==> src/rtl/irqSeqPkg.sv <==
package irqSeqPkg;

  typedef enum logic [2:0] {
    S_IDLE, S_ACK, S_PUSHH, S_PUSHL, S_RDLO, S_RDHI, S_LOAD
  } seqState_t;

  typedef enum logic [1:0] {
    SVC_NMI, SVC_FIXED, SVC_TABLE
  } svcKind_t;

  // strobes from the control half to the datapath half
  typedef struct packed {
    logic     capture;
    logic     takeVec;
    logic     pushHi;
    logic     pushLo;
    logic     readLo;
    logic     readHi;
    logic     load;
    svcKind_t kind;
  } seqStrobe_t;

endpackage

==> src/rtl/irqSeqCtrl.sv <==
module irqSeqCtrl
  import irqSeqPkg::*;
(
  input  logic       clk,
  input  logic       rstN,
  input  logic       nmiReq,
  input  logic       intReq,
  input  logic       insnBoundary,
  input  logic       modeTable,
  input  logic       enInt,
  input  logic       disInt,
  input  logic       retIntr,
  output seqStrobe_t strobe,
  output logic       intAck,
  output logic       memReq,
  output logic       memWe,
  output logic       pcLoad,
  output logic       busy,
  output logic       iff1,
  output logic       iff2
);

  seqState_t state, stateNext;
  svcKind_t  kindQ;
  logic      nmiPrev, nmiPend;
  logic      idle, takeNmi, takeInt;

  assign idle    = (state == S_IDLE);
  assign takeNmi = idle && insnBoundary && nmiPend;
  assign takeInt = idle && insnBoundary && !nmiPend && intReq && iff1;

  always_comb begin
    stateNext = state;
    case (state)
      S_IDLE:  if (takeNmi) stateNext = S_PUSHH;
               else if (takeInt) stateNext = S_ACK;
      S_ACK:   stateNext = S_PUSHH;
      S_PUSHH: stateNext = S_PUSHL;
      S_PUSHL: stateNext = (kindQ == SVC_TABLE) ? S_RDLO : S_LOAD;
      S_RDLO:  stateNext = S_RDHI;
      S_RDHI:  stateNext = S_LOAD;
      S_LOAD:  stateNext = S_IDLE;
      default: stateNext = S_IDLE;
    endcase
  end

  always_ff @(posedge clk) begin
    if (!rstN) begin
      state   <= S_IDLE;
      kindQ   <= SVC_NMI;
      nmiPrev <= 1'b0;
      nmiPend <= 1'b0;
      iff1    <= 1'b0;
      iff2    <= 1'b0;
    end else begin
      state   <= stateNext;
      nmiPrev <= nmiReq;
      nmiPend <= (nmiPend && !takeNmi) || (nmiReq && !nmiPrev);
      if (takeNmi) begin
        kindQ <= SVC_NMI;
        iff2  <= iff1;
        iff1  <= 1'b0;
      end else if (takeInt) begin
        kindQ <= modeTable ? SVC_TABLE : SVC_FIXED;
        iff1  <= 1'b0;
        iff2  <= 1'b0;
      end else if (idle) begin
        if (disInt) begin
          iff1 <= 1'b0;
          iff2 <= 1'b0;
        end else if (enInt) begin
          iff1 <= 1'b1;
          iff2 <= 1'b1;
        end else if (retIntr) begin
          iff1 <= iff2;
        end
      end
    end
  end

  always_comb begin
    strobe         = '0;
    strobe.capture = takeNmi || takeInt;
    strobe.takeVec = (state == S_ACK);
    strobe.pushHi  = (state == S_PUSHH);
    strobe.pushLo  = (state == S_PUSHL);
    strobe.readLo  = (state == S_RDLO);
    strobe.readHi  = (state == S_RDHI);
    strobe.load    = (state == S_LOAD);
    strobe.kind    = kindQ;
  end

  assign intAck = strobe.takeVec;
  assign memWe  = strobe.pushHi || strobe.pushLo;
  assign memReq = memWe || strobe.readLo || strobe.readHi;
  assign pcLoad = strobe.load;
  assign busy   = !idle;

endmodule

==> src/rtl/irqSeqDpath.sv <==
module irqSeqDpath
  import irqSeqPkg::*;
#(
  parameter int              ADDR_W  = 16,
  parameter logic [ADDR_W-1:0] NMI_VEC = 16'h0066,
  parameter logic [ADDR_W-1:0] FIX_VEC = 16'h0038
) (
  input  logic                clk,
  input  logic                rstN,
  input  seqStrobe_t          strobe,
  input  logic [ADDR_W/2-1:0] pageReg,
  input  logic [ADDR_W-1:0]   pcIn,
  input  logic [ADDR_W-1:0]   spIn,
  input  logic [ADDR_W/2-1:0] busIn,
  output logic [ADDR_W-1:0]   memAddr,
  output logic [ADDR_W/2-1:0] memWdata,
  output logic [ADDR_W-1:0]   pcNew,
  output logic [ADDR_W-1:0]   spNew
);

  localparam int DATA_W = ADDR_W / 2;

  logic [ADDR_W-1:0] pcQ, spQ;
  logic [DATA_W-1:0] pageQ, vecQ, tblLo, tblHi;
  logic [ADDR_W-1:0] tblAddr, target;

  always_ff @(posedge clk) begin
    if (!rstN) begin
      pcQ   <= '0;
      spQ   <= '0;
      pageQ <= '0;
      vecQ  <= '0;
      tblLo <= '0;
      tblHi <= '0;
    end else begin
      if (strobe.capture) begin
        pcQ   <= pcIn;
        spQ   <= spIn;
        pageQ <= pageReg;
      end
      // entries are two bytes, so the device byte is forced even
      if (strobe.takeVec) vecQ  <= {busIn[DATA_W-1:1], 1'b0};
      if (strobe.readLo)  tblLo <= busIn;
      if (strobe.readHi)  tblHi <= busIn;
    end
  end

  assign tblAddr = {pageQ, vecQ};

  always_comb begin
    memAddr  = '0;
    memWdata = '0;
    if (strobe.pushHi) begin
      memAddr  = spQ - ADDR_W'(1);
      memWdata = pcQ[ADDR_W-1:DATA_W];
    end else if (strobe.pushLo) begin
      memAddr  = spQ - ADDR_W'(2);
      memWdata = pcQ[DATA_W-1:0];
    end else if (strobe.readLo) begin
      memAddr = tblAddr;
    end else if (strobe.readHi) begin
      memAddr = {pageQ, vecQ[DATA_W-1:1], 1'b1};
    end
  end

  always_comb begin
    case (strobe.kind)
      SVC_NMI:   target = NMI_VEC;
      SVC_FIXED: target = FIX_VEC;
      default:   target = {tblHi, tblLo};
    endcase
  end

  assign pcNew = strobe.load ? target : '0;
  assign spNew = spQ - ADDR_W'(2);

endmodule

==> src/rtl/irqSequencer.sv <==
module irqSequencer
  import irqSeqPkg::*;
#(
  parameter int                ADDR_W  = 16,
  parameter logic [ADDR_W-1:0] NMI_VEC = 16'h0066,
  parameter logic [ADDR_W-1:0] FIX_VEC = 16'h0038
) (
  input  logic                clk,
  input  logic                rstN,
  input  logic                nmiReq,
  input  logic                intReq,
  input  logic                insnBoundary,
  input  logic                modeTable,
  input  logic                enInt,
  input  logic                disInt,
  input  logic                retIntr,
  input  logic [ADDR_W/2-1:0] pageReg,
  input  logic [ADDR_W-1:0]   pcIn,
  input  logic [ADDR_W-1:0]   spIn,
  input  logic [ADDR_W/2-1:0] busIn,
  output logic                intAck,
  output logic                memReq,
  output logic                memWe,
  output logic [ADDR_W-1:0]   memAddr,
  output logic [ADDR_W/2-1:0] memWdata,
  output logic                pcLoad,
  output logic [ADDR_W-1:0]   pcNew,
  output logic [ADDR_W-1:0]   spNew,
  output logic                busy,
  output logic                iff1,
  output logic                iff2
);

  seqStrobe_t strobe;

  irqSeqCtrl u_ctrl (
    .clk(clk), .rstN(rstN), .nmiReq(nmiReq), .intReq(intReq),
    .insnBoundary(insnBoundary), .modeTable(modeTable),
    .enInt(enInt), .disInt(disInt), .retIntr(retIntr),
    .strobe(strobe), .intAck(intAck), .memReq(memReq), .memWe(memWe),
    .pcLoad(pcLoad), .busy(busy), .iff1(iff1), .iff2(iff2)
  );

  irqSeqDpath #(.ADDR_W(ADDR_W), .NMI_VEC(NMI_VEC), .FIX_VEC(FIX_VEC)) u_dpath (
    .clk(clk), .rstN(rstN), .strobe(strobe), .pageReg(pageReg),
    .pcIn(pcIn), .spIn(spIn), .busIn(busIn), .memAddr(memAddr),
    .memWdata(memWdata), .pcNew(pcNew), .spNew(spNew)
  );

endmodule

==> config.mk <==
export PLATFORM = sky130hd
export DESIGN_NAME = irqSequencer
export DESIGN_NICKNAME = d
export VERILOG_FILES = /design/src/rtl/irqSeqPkg.sv /design/src/rtl/irqSeqCtrl.sv /design/src/rtl/irqSeqDpath.sv /design/src/rtl/irqSequencer.sv
export SDC_FILE = /design/constraint.sdc
export NUM_CORES = 1
export LEC_CHECK = 0
export BUFFER_PORTS_ARGS = -buffer_cell sky130_fd_sc_hd__buf_2
export CORE_MARGIN = 2
export CORE_UTILIZATION = 45
export DETAILED_ROUTE_END_ITERATION = 7
export GPL_TIMING_DRIVEN = 0
export PLACE_DENSITY = 0.78
export SLEW_MARGIN = 0
export SYNTH_ARGS = -nofsm -noshare
export SYNTH_HDL_FRONTEND = slang
export SYNTH_HIERARCHICAL = 1
export SYNTH_SLANG_ARGS = --single-unit
==> constraint.sdc <==
create_clock -name clk -period 3.5 [get_ports clk]
set_input_delay 0.7 -clock clk [delete_from_list [all_inputs] [get_ports clk]]
set_output_delay 0.7 -clock clk [all_outputs]
set_load 0.005 [all_outputs]
======== Yosys cells after proc, flatten, opt, wreduce, memory -nomap -nowiden ========
Cells that the tools add are included.
operators by class
  reduce and logical (&&, ||, !) cells .... 25
  bitwise operators ....................... 1
  muxes and demuxes ....................... 21
  equal/unequal tests ..................... 9
  add/sub/neg operators ................... 2
operators by type and width
  kind                   count
  $mux 16                5
  $pmux 16 s2            1
  $pmux 3 s6             1
  $mux 8                 2
  $sub 16x1->16 const B  1
  $sub 16x2->16 const B  1
  $eq 3x3->1 const B     3
  $mux 1                 8
  $logic_and 1x1->1      7
  $eq 3x2->1 const B     2
  $mux 3                 2
  $reduce_bool 3->1      2
  $logic_or 1x1->1       5
  $logic_not 1->1        4
  $mux 2                 2
  $reduce_and 2->1       2
  $reduce_bool 4->1      1
  $eq 3x1->1 const B     1
  $logic_not 3->1        1
  $ne 3x3->1 const B     1
  $reduce_or 3->1        1
  $eq 2x1->1 const B     1
  $eq 2x2->1 const B     1
  $logic_not 2->1        1
  other kinds (2)        2
storage, ports and cells
  bits of input ports ..................... 57
  word-level logic and storage cells ...... 70
  output and inout port bits .............. 63
  register bits after elaboration ......... 72

======== Depth between registers and ports, before layout ========
Gate-level depths: netlist of run 1.
  depth in word-level cells ............... 8
  depth in mapped cells ................... 8
  mapped depth without buffers ............ 6

======== By module ========
Netlist of run 1, hierarchy kept.
modules (own cells, without submodules)
  module       seq. area each (µm²)  instances  area an instance (µm²)  cells an instance
  irqSeqDpath  1261.2                1          3549.7                  403
  irqSeqCtrl   180.2                 1          565.5                   67

======== Worst setup path after synthesis of run 1 ========
No wires, ideal clock.
  kind .................................... register to output
  start ................................... reg u_ctrl.state[2]
  end ..................................... out memAddr[6]
  path slack .............................. 0.905 ns
  arrival ................................. 1.895 ns
  cell stages (with the launch flop) ...... 8
  cell sequence ........................... dfxtp_1 > inv_1 > nor3_1 > clkbuf_1 > nor2_1 > nor2_1 > a21o_1 > a2bb2oi_1
RTL lines
  element                 RTL line            text
  from (decl)             irqSeqCtrl.sv:23    seqState_t state, stateNext;
  from (signal assigned)  irqSeqCtrl.sv:56    state <= stateNext;
  to (decl)               irqSequencer.sv:24  output logic [ADDR_W-1:0] memAddr,

==> run summary, run 1 <==
## Final layout
* 24.0% — Syn-to-layout area delta
* 120 x sky130_fd_sc_hd__buf_2, 72 x sky130_fd_sc_hd__dfxtp_1, 65 x sky130_fd_sc_hd__nor2b_1, 63 x sky130_fd_sc_hd__mux2i_1, 39 x sky130_fd_sc_hd__nand2_1 — leading cell types in the layout, fill and taps excluded
* 0.274 — share of cells above drive strength 1
* 661 — nets@finish
* 2440 sq um — area used by multi-input combinational logic
* 0 — number of diodes
* sky130_fd_sc_hd__buf_2 — most frequent standard cell in the layout excluding fill and tap cells
* 1440 sq um — combined flip-flop and latch cell area
* 801 — final-layout fill cell count
* 0.579 — utilization after layout

## Setup path
* reg2out — startpoint-to-endpoint class of the critical path
* 0.52 ns — Max stage delay on crit path
* u_ctrl/state[1]$_SDFFE_PN0P_ — launch point of the worst reg-to-reg path
* sky130_fd_sc_hd__dfxtp_1 — Max stage delay cell, worst path
* 2.62 ns — endpoint arrival time on the critical path
* 10 — critical-path maximum fanout
* 1.20 ns — worst reg-to-reg setup slack
* u_dpath/pcQ[15]$_SDFFE_PN0P_ — reg-to-reg critical path endpoint
* inv_1 -> nor3_1 -> clkbuf_2 -> nor2_1 -> nor2_2 -> a21oi_1 -> a32oi_1 -> buf_2 — crit path cell chain
* 2.80 ns — Crit path required time
* 7 — worst-case reg-to-reg path depth
* output pin — CP endpoint kind
* flip-flop — sort of element at the start of the critical path

## Route
* 0 — remaining number of nets flagged by the antenna check after routing
* 15.6 um — per-cell routed wire length
* 11.1 mm — final wirelength
* 3833 — DR vias
* 5 — detailed-router iteration count before antenna repair
* 5.39 — vias per std cell
* 0 — DRC viols
* 212 — DR iter-0 viols

## Die
* 8810 sq um — core area
* 0.467 — initial core utilization
* 9930 sq um — die footprint
* 99.6 um — chip height
* 120 — I/O pin total
* 34 — standard-cell row count
* 99.6 um — horizontal die dimension

## STA
* 0 ns — Setup TNS Final
* 0.949 — post-route fraction of the period consumed by the critical path
* false — setup repair after global routing missed its margin
* 301 MHz — maximum frequency from static timing analysis
* 0.00592 ns — worst clock skew
* 0 — hold violation count in the final report
* 0.713 ns — slew of the pin with the lowest slew margin
* 3.32 ns — final critical delay including setup and external delays
* 0 — number of pins exceeding their max-slew limit in the final report
* 0 — endpoints failing setup
* 0.525 — relative max-transition margin
* 0.179 ns — final critical-path setup slack

## Global route
* 17.7 mm — wire length of the first global-routing pass
* 3755 — number of global-route vias before repair
* 0 — grt ovf
* 0.223 — gr usage total
* 0 — antenna violations before repair
* 13 — maximum number of pins on one net before global-route repair

## Synthesis
* 72 — register bit total from synthesis
* 533 — Synthesized Nets
* 0 — EDFF count, synth
* 0 — share of synthesized registers carrying an async set or reset
* 0.350 — fraction of the yosys area taken by sequential cells
* sky130_fd_sc_hd__dfxtp_1 — ys flop type
* 59 — post-synth cell types
* 6 — count of yosys warnings during synthesis
* 8.76 sq um — Post-Synthesis Mean Instance Area
* 4120 sq um — netlist area before placement
* 470 — synthesized instance count

## Placement
* 8.38 mm — placed wire-length estimate
* 0.864 — global placement routability congestion
* 0.247 ns — pre-CTS setup slack
* 118 — IO buf count

## Worst hold path
* u_ctrl/kindQ[0]$_SDFFE_PP0P_ — Hold Path Origin
* reg2reg — classification of the worst-slack hold path
* 2 — number of cells traversed by the worst hold path
* u_ctrl/kindQ[0]$_SDFFE_PP0P_ — end point of the most critical hold path

## Power
* 2.20 nW — leakage power
* 0.000221 V — Max IR drop VDD
* 407 nW/um^2 — Power Density

## CTS
* 0.08 ns — Worst-path clk slew
* 72 — CTS Sinks
* 0 — setup repair bufs after CTS
* 2 — number of buffers on the longest clock path
* 3 — number of H-tree levels
* sky130_fd_sc_hd__clkbuf_8 — Root Buffer
* 9 — CTS buffer count
* done — CTS tree
* 0.34 ns — Skew-Pair Late Insertion Delay

## Run status
* complete, no violations — result of the run

## Flow run
* 0 — Maximum Capacitance Violations

-- kinds of logic (layout without fill, tap and decap cells) --
kind of cell,after synthesis,after routing,share of synthesized area
buffers and inverters,54,187,0.0608
muxes,63,63,0.153
AOI/OAI and AO/OA,68,68,0.113
adders and majority gates,6,6,0.0182
and+or+nand+nor,189,189,0.266
xor gates and xnor gates,18,18,0.0383
DFF,72,72,0.350
-- final cells by class --
class                      instances  area share
sequential                        72       0.283
tap                              108      0.0265
buffer                            38      0.0380
clock inverter                     5      0.0204
inverter                          15      0.0110
timing repair buffer             118       0.116
clock buffer                      11      0.0277
multi-input combinational        344       0.478
-- how the worst max path moves through the flow --
stage                                             from           to  cells after the start
after floorplan           u_ctrl/state[2]$_SDFFE_PN0P_   memAddr[6]                      7
after global routing      u_ctrl/state[2]$_SDFFE_PN0P_   memAddr[1]                      8
after detailed placement  u_ctrl/state[2]$_SDFFE_PN0P_  memAddr[14]                      8
after CTS                 u_ctrl/state[0]$_SDFFE_PN0P_  memAddr[14]                      8
after global placement    u_ctrl/state[2]$_SDFFE_PN0P_  memAddr[14]                      8
final                     u_ctrl/state[2]$_SDFFE_PN0P_  memAddr[14]                      8
-- per-stage QoR --
step | hold WS (ns) | cell area, sq um | std cells | total power [W]
final | 0.497 | 5100 | 711 | 0.00208
after global routing | 0.524 | 5100 | 711 | 0.00217
after CTS | 0.497 | 5080 | 711 | 0.00209
after detailed placement | 0.482 | 4840 | 696 | 0.00128
after global placement | 0.475 | 4840 | 696 | 0.00127
after floorplan | 0.457 | 4120 | 470 | 0.00114
-- where the power goes --
part / leakage (nW) / total, W / switching (W) / internal (W)
registers: 0.584 / 0.000867 / 0.0000210 / 0.000846
clock network: 0.124 / 0.000808 / 0.000315 / 0.000494
logic: 1.49 / 0.000402 / 0.000215 / 0.000187
-- synthesized netlist by cell type (all sizes together) (2+ instances only) --
cell,count,area share
nand4b,3,0.0064
nor2b,65,0.099
and3,13,0.020
nor2,15,0.014
a221o,4,0.0097
o21ai,19,0.023
xnor2,6,0.013
and2,3,0.0046
a221oi,5,0.012
xor2,12,0.026
ha,6,0.018
nor3,13,0.019
or3,4,0.0064
o31ai,2,0.0036
mux2i,63,0.15
nor3b,2,0.0036
nand2b,4,0.0061
o22ai,2,0.0030
nor4,4,0.0091
inv,15,0.014
buf,14,0.024
or4,3,0.0064
clkbuf,25,0.023
nand2,40,0.037
dfxtp,72,0.35
or2,4,0.0067
nand3,5,0.0061
and3b,2,0.0046
a21oi,15,0.018
a32oi,2,0.0043
nand4,2,0.0030
a21o,2,0.0036
nand3b,5,0.0091
o311a,2,0.0049
a211oi,2,0.0036
a21boi,4,0.0073
-- sequential cells by signal, summed over array words and instances (netlist names) --
| signal | count |
|---|---|
| u_ctrl/kindQ | 2 |
| u_ctrl/state | 3 |
| u_ctrl/nmiPrev | 1 |
| u_ctrl/iff1 | 1 |
| u_ctrl/nmiPend | 1 |
| u_dpath/spQ | 16 |
| u_dpath/vecQ | 7 |
| u_dpath/pageQ | 8 |
| u_dpath/tblHi | 8 |
| u_ctrl/iff2 | 1 |
| u_dpath/tblLo | 8 |
| u_dpath/pcQ | 16 |
-- worst max-delay path, delay by kind of cell, from the launching register on --
family | cells | cell delay (ns)
compound gates | 2 | 0.40
buf+inv | 3 | 0.68
flops | 1 | 0.52
simple gates | 3 | 0.68
-- layer usage --
layer,share of wire,global-route usage,wire [um]
met4,0.016,0.0885,176
met1,0.45,0.281,4990
met2,0.46,0.356,5050
met3,0.078,0.0696,860
met5,0,0,0
-- what timing repair did --
item	in CTS	in global routing
pin swaps	0	0
setup endpoints to repair	8	15
hold buffers	0	0
resized for setup	1	8
Power figures use the tool's default switching activity.
==> run 2, diff against run 1 <==
Settings changed: RECOVER_POWER from default to 50.
==> run 2 against run 1 <==
  * Combinational power about the same
  * Clock skew increased by 0.0011 ns
  * Critical endpoint unchanged
  * Cell area down 0.32%
  * Fmax is 2.1% higher
  * Critical path type unchanged
  * Global-route usage unchanged
==> run summary, run 2 (synthesized netlist as in run 1, its figures left out) <==
## Run status
* complete, no violations — result of the run

## Setup path
* 2.55 ns — endpoint arrival time on the critical path
* 10 — critical-path maximum fanout
* u_ctrl/state[1]$_SDFFE_PN0P_ — launch point of the worst reg-to-reg path
* flip-flop — sort of element at the start of the critical path
* 2.80 ns — Crit path required time
* u_ctrl/state[1]$_SDFFE_PN0P_ — critical path launch point
* output pin — CP endpoint kind
* reg2out — startpoint-to-endpoint class of the critical path

## STA
* 3.25 ns — final critical delay including setup and external delays
* 0 — hold violation count in the final report
* 0 — number of pins exceeding their max-slew limit in the final report
* false — setup repair after global routing missed its margin
* 0 — endpoints failing setup
* 0.712 ns — slew of the pin with the lowest slew margin
* 307 MHz — maximum frequency from static timing analysis
* 0.930 — post-route fraction of the period consumed by the critical path
* 0.525 — relative max-transition margin
* 0 ns — Setup TNS Final
* 0.00702 ns — worst clock skew

## Final layout
* 805 — final-layout fill cell count
* 5080 sq um — final instance area
* sky130_fd_sc_hd__buf_2 — most frequent standard cell in the layout excluding fill and tap cells
* 0.265 — share of cells above drive strength 1
* 23.6% — Syn-to-layout area delta
* 115 x sky130_fd_sc_hd__buf_2, 72 x sky130_fd_sc_hd__dfxtp_1, 65 x sky130_fd_sc_hd__nor2b_1, 63 x sky130_fd_sc_hd__mux2i_1, 39 x sky130_fd_sc_hd__nand2_1 — leading cell types in the layout, fill and taps excluded
* 661 — nets@finish
* u_dpath/pcQ (16), u_dpath/spQ (16) — registers with the most flip-flops
* 0 — number of diodes

## Die
* 99.6 um — chip height
* 99.6 um — horizontal die dimension
* 34 — standard-cell row count
* 9930 sq um — die footprint
* 0.467 — initial core utilization
* 120 — I/O pin total
* 8810 sq um — core area

## Placement
* 8.38 mm — placed wire-length estimate
* 0.864 — global placement routability congestion
* 118 — IO buf count
* 4840 sq um — instance area at placement

## Route
* 3817 — DR vias
* 5.37 — vias per std cell
* 11.1 mm — final wirelength
* 0 — DRC viols
* 255 — DR iter-0 viols
* 15.6 um — per-cell routed wire length
* 5 — detailed-router iteration count before antenna repair
* 0 — remaining number of nets flagged by the antenna check after routing

## Flow run
* 0 — Maximum Capacitance Violations

## CTS
* 3 — number of H-tree levels
* 9 — CTS buffer count
* 2 — number of buffers on the longest clock path
* 72 — CTS Sinks
* done — CTS tree
* 0.07 ns — Worst-path clk slew
* 0.34 ns — Skew-Pair Late Insertion Delay
* 0 — setup repair bufs after CTS
* sky130_fd_sc_hd__clkbuf_8 — Root Buffer

## Power
* 0.00208 W — Total Power
* 408 nW/um^2 — Power Density
* 0.418 — sequential group share of total power
* 0.00153 W — cell-internal power
* 2.18 nW — leakage power
* 0.265 — switching share of power
* 0.193 — combinational power share
* 0.389 — clock group share of total power
* 0.000221 V — Max IR drop VDD
* 0.000549 W — NetSw

## Global route
* 0 — grt ovf
* 0 — antenna violations before repair
* 13 — maximum number of pins on one net before global-route repair
* 3755 — number of global-route vias before repair
* 17.7 mm — wire length of the first global-routing pass
* 0.223 — gr usage total

## Worst hold path
* u_ctrl/kindQ[0]$_SDFFE_PP0P_ — Hold Path Origin
* reg2reg — classification of the worst-slack hold path

## run 2: cell types whose count changed in the layout (fill, tap and decap cells not counted)
cell | before | now
sky130_fd_sc_hd__buf_4 | 4 | 2
sky130_fd_sc_hd__clkbuf_4 | 0 | 2
sky130_fd_sc_hd__buf_1 | 4 | 1
sky130_fd_sc_hd__nor3_4 | 1 | 0
sky130_fd_sc_hd__buf_2 | 120 | 115
sky130_fd_sc_hd__nor3_1 | 12 | 13
sky130_fd_sc_hd__clkbuf_2 | 3 | 4
sky130_fd_sc_hd__clkbuf_1 | 22 | 29
## run 2: metal layers
metal | wire length (um) | global-route usage
met2 | 5080 | 0.356
met4 | 157 | 0.0885
met5 | 0 | 0
met3 | 899 | 0.0696
met1 | 4920 | 0.281
## run 2: power groups by stage
| stage | Clock, W | Sequential [W] | Combinational (W) |
|---|---|---|---|
| floorplan | 0 | 0.000879 | 0.000256 |
| global placement | 0 | 0.000884 | 0.000383 |
| detailed placement | 0 | 0.000885 | 0.000394 |
| CTS | 0.000824 | 0.000867 | 0.000397 |
| global route | 0.000852 | 0.000870 | 0.000442 |
| finish | 0.000807 | 0.000867 | 0.000401 |
## run 2: final cells by class
class / instances / area (sq um) / share of cell area
plain buffers: 38 / 194 / 0.0381
multi-input cells: 344 / 2430 / 0.477
inverters: 15 / 56.3 / 0.0111
flip-flops and latches: 72 / 1440 / 0.283
clock buffers: 11 / 141 / 0.0278
repair buffers: 118 / 586 / 0.115
clock inverters: 5 / 104 / 0.0204
well taps: 108 / 135 / 0.0266
## run 2: metrics by stage
step	hold slack, ns	std cells	worst slack [ns]	utilization
floorplan	0.457	470	0.905	-
global placement	0.475	696	0.317	0.550
detailed placement	0.482	696	0.247	0.550
CTS	0.497	711	0.0511	0.577
global route	0.524	711	0.0608	0.577
finish	0.502	711	0.246	0.577
## run 2: final timing paths
path / slack [ns] / cells past startpoint / to
min: 0.50 / 2 / u_ctrl/kindQ[0]$_SDFFE_PP0P_
min reg2reg: 0.50 / 2 / u_ctrl/kindQ[0]$_SDFFE_PP0P_
max reg2reg: 0.86 / 7 / u_dpath/pcQ[15]$_SDFFE_PN0P_
max: 0.25 / 8 / memAddr[14]
## run 2: critical path, cell delays in order (launching register included)
cell                       delay [ns]
sky130_fd_sc_hd__dfxtp_1         0.38
sky130_fd_sc_hd__buf_6           0.14
sky130_fd_sc_hd__inv_1           0.08
sky130_fd_sc_hd__nor3_1          0.34
sky130_fd_sc_hd__clkbuf_1        0.42
sky130_fd_sc_hd__clkbuf_2        0.34
sky130_fd_sc_hd__a21oi_1         0.08
sky130_fd_sc_hd__a32oi_1         0.27
sky130_fd_sc_hd__buf_2           0.16
## run 2: what timing repair did
action / in CTS / in global routing
gates cloned: 0 / 0
setup endpoints to repair: 8 / 15
pin swaps: 0 / 0
hold buffers: 0 / 0
resized for setup: 1 / 8
==> run 3, diff against run 2 <==
Settings changed: CORE_MARGIN 2 to 4.
==> run 3 against run 2 <==
  * Core utilization down 0.75 points
  * Critical endpoint is now memAddr[13]
  * Wire length is 1.8% higher
  * Via count grew 0.18%
  * Die area up 8.2%
  * Fmax decreased by 2.3%
  * Clock skew rose by 0.0024 ns
  * Sequential power barely moved
  * First-iteration DRC count fell by 8.2%
  * Global-route usage fell by 1.7 points
  * Critical path depth decreased by 1
==> run summary, run 3 (synthesized netlist as in run 1, its figures left out) <==
## Run status
* complete, no violations — result of the run

## STA
* 0.952 — post-route fraction of the period consumed by the critical path
* 0.00941 ns — worst clock skew
* 3.33 ns — final critical delay including setup and external delays
* 0 — endpoints failing setup
* false — setup repair after global routing missed its margin
* 0 — number of pins exceeding their max-slew limit in the final report
* 300 MHz — maximum frequency from static timing analysis
* 0.489 ns — Final Hold Slack
* 0 ns — Setup TNS Final
* 0.737 ns — slew of the pin with the lowest slew margin
* 0.509 — relative max-transition margin
* 0 — hold violation count in the final report

## Setup path
* 6 — critical-path maximum fanout
* 2.80 ns — Crit path required time
* u_ctrl/state[1]$_SDFFE_PN0P_ — launch point of the worst reg-to-reg path
* 7 — worst-case reg-to-reg path depth
* flip-flop — sort of element at the start of the critical path
* inv_1 -> ha_1 -> nor4b_2 -> nand2_2 -> o311a_1 -> a221o_1 -> buf_2 — crit path cell chain
* u_dpath/pcQ[6]$_SDFFE_PN0P_ — reg-to-reg critical path endpoint
* simple AND/OR/NAND/NOR gates — Top Family by Delay on Critical Path
* reg2out — startpoint-to-endpoint class of the critical path
* sky130_fd_sc_hd__nor4b_2 — Max stage delay cell, worst path
* output pin — CP endpoint kind
* 2.63 ns — endpoint arrival time on the critical path
* 2 — WP buf/inv
* 0.81 ns — worst reg-to-reg setup slack
* 0.57 ns — Max stage delay on crit path

## Route
* 15.8 um — per-cell routed wire length
* 234 — DR iter-0 viols
* 0 — DRC viols
* 5.38 — vias per std cell
* 11.3 mm — final wirelength
* 0 — remaining number of nets flagged by the antenna check after routing
* 5 — detailed-router iteration count before antenna repair
* 3824 — DR vias

## Flow run
* 0 — Maximum Capacitance Violations

## Power
* 0.000176 V — Max IR drop VDD
* 382 nW/um^2 — Power Density
* 2.13 nW — leakage power

## Die
* 0.467 — initial core utilization
* 34 — standard-cell row count
* 104 um — horizontal die dimension
* 8810 sq um — core area
* 10700 sq um — die footprint
* 120 — I/O pin total
* 104 um — chip height

## CTS
* 2 — number of buffers on the longest clock path
* done — CTS tree
* 0.34 ns — Skew-Pair Late Insertion Delay
* sky130_fd_sc_hd__clkbuf_8 — Root Buffer
* 0.08 ns — Worst-path clk slew
* 9 — CTS buffer count
* 0 — hold_buf cts
* 3 — number of H-tree levels
* 72 — CTS Sinks

## Placement
* 0.872 — global placement routability congestion
* 118 — IO buf count
* 8.68 mm — placed wire-length estimate

## Final layout
* 0.252 — share of cells above drive strength 1
* 110 x sky130_fd_sc_hd__buf_2, 72 x sky130_fd_sc_hd__dfxtp_1, 65 x sky130_fd_sc_hd__nor2b_1, 63 x sky130_fd_sc_hd__mux2i_1, 39 x sky130_fd_sc_hd__nand2_1 — leading cell types in the layout, fill and taps excluded
* sky130_fd_sc_hd__buf_2 — most frequent standard cell in the layout excluding fill and tap cells
* 804 — final-layout fill cell count
* 661 — nets@finish
* 22.0% — Syn-to-layout area delta
* u_dpath/pcQ (16), u_dpath/spQ (16) — registers with the most flip-flops
* 0 — number of diodes

## Global route
* 0.206 — gr usage total
* 13 — maximum number of pins on one net before global-route repair
* 0 — grt ovf
* 3869 — number of global-route vias before repair
* 18.4 mm — wire length of the first global-routing pass
* 0 — antenna violations before repair

## Worst hold path
* u_ctrl/nmiPend$_SDFF_PN0_ — end point of the most critical hold path
* u_ctrl/nmiPrev$_SDFF_PN0_ — Hold Path Origin
* 2 — number of cells traversed by the worst hold path
* reg2reg — classification of the worst-slack hold path

## run 3: cell type report
class	instances	area (sq um)	share of cell area
multi-input cells	344	2420	0.482
flip-flops and latches	72	1440	0.287
repair buffers	118	578	0.115
plain buffers	38	193	0.0384
clock buffers	11	141	0.0282
well taps	108	135	0.0269
clock inverters	5	56.3	0.0112
inverters	15	56.3	0.0112
## run 3: worst register-to-register path: stages, from the launching register on
cell	delay, ns
sky130_fd_sc_hd__dfxtp_1	0.34
sky130_fd_sc_hd__buf_6	0.14
sky130_fd_sc_hd__nor3_1	0.50
sky130_fd_sc_hd__and3_2	0.33
sky130_fd_sc_hd__clkbuf_1	0.33
sky130_fd_sc_hd__clkbuf_1	0.60
sky130_fd_sc_hd__mux2i_1	0.28
sky130_fd_sc_hd__nor2b_1	0.07
## run 3: worst max-delay path by stage
| stage | endpoint | depth (start not counted) | startpoint |
|---|---|---|---|
| global route | memWdata[4] | 8 | u_ctrl/state[1]$_SDFFE_PN0P_ |
| finish | memAddr[13] | 7 | u_dpath/spQ[1]$_SDFFE_PN0P_ |
| global placement | memAddr[14] | 8 | u_ctrl/state[2]$_SDFFE_PN0P_ |
| floorplan | memAddr[6] | 7 | u_ctrl/state[2]$_SDFFE_PN0P_ |
| CTS | memAddr[14] | 8 | u_ctrl/state[0]$_SDFFE_PN0P_ |
| detailed placement | memAddr[14] | 8 | u_ctrl/state[2]$_SDFFE_PN0P_ |
## run 3: layer usage
metal	vias to the layer above	GRT usage	share of wire
met5	-	0	0
met4	0	0.0779	0.013
met3	14	0.0721	0.093
met2	151	0.331	0.47
met1	1772	0.253	0.43
li1	1887	-	-
## run 3: through the flow
stage / instances / worst slack (ns) / utilization / instance area, sq um / power [W]
2_1_floorplan: 470 / 0.905 / - / 4120 / 0.00114
3_3_place_gp: 696 / 0.318 / 0.550 / 4840 / 0.00127
3_5_place_dp: 696 / 0.263 / 0.550 / 4840 / 0.00128
4_1_cts: 711 / 0.0734 / 0.572 / 5040 / 0.00193
5_1_grt: 711 / 0.0147 / 0.570 / 5020 / 0.00201
6_report: 711 / 0.169 / 0.570 / 5020 / 0.00192
## run 3: power breakdown
group / total, W / switching [W] / internal [W]
clock network: 0.000654 / 0.000307 / 0.000348
registers: 0.000867 / 0.0000203 / 0.000846
logic: 0.000396 / 0.000213 / 0.000183
## run 3: timing repair
item / in CTS / in global routing
setup endpoints to repair: 9 / 10
gates resized for setup: 1 / 5
cloned: 0 / 0
setup buffers: 0 / 0
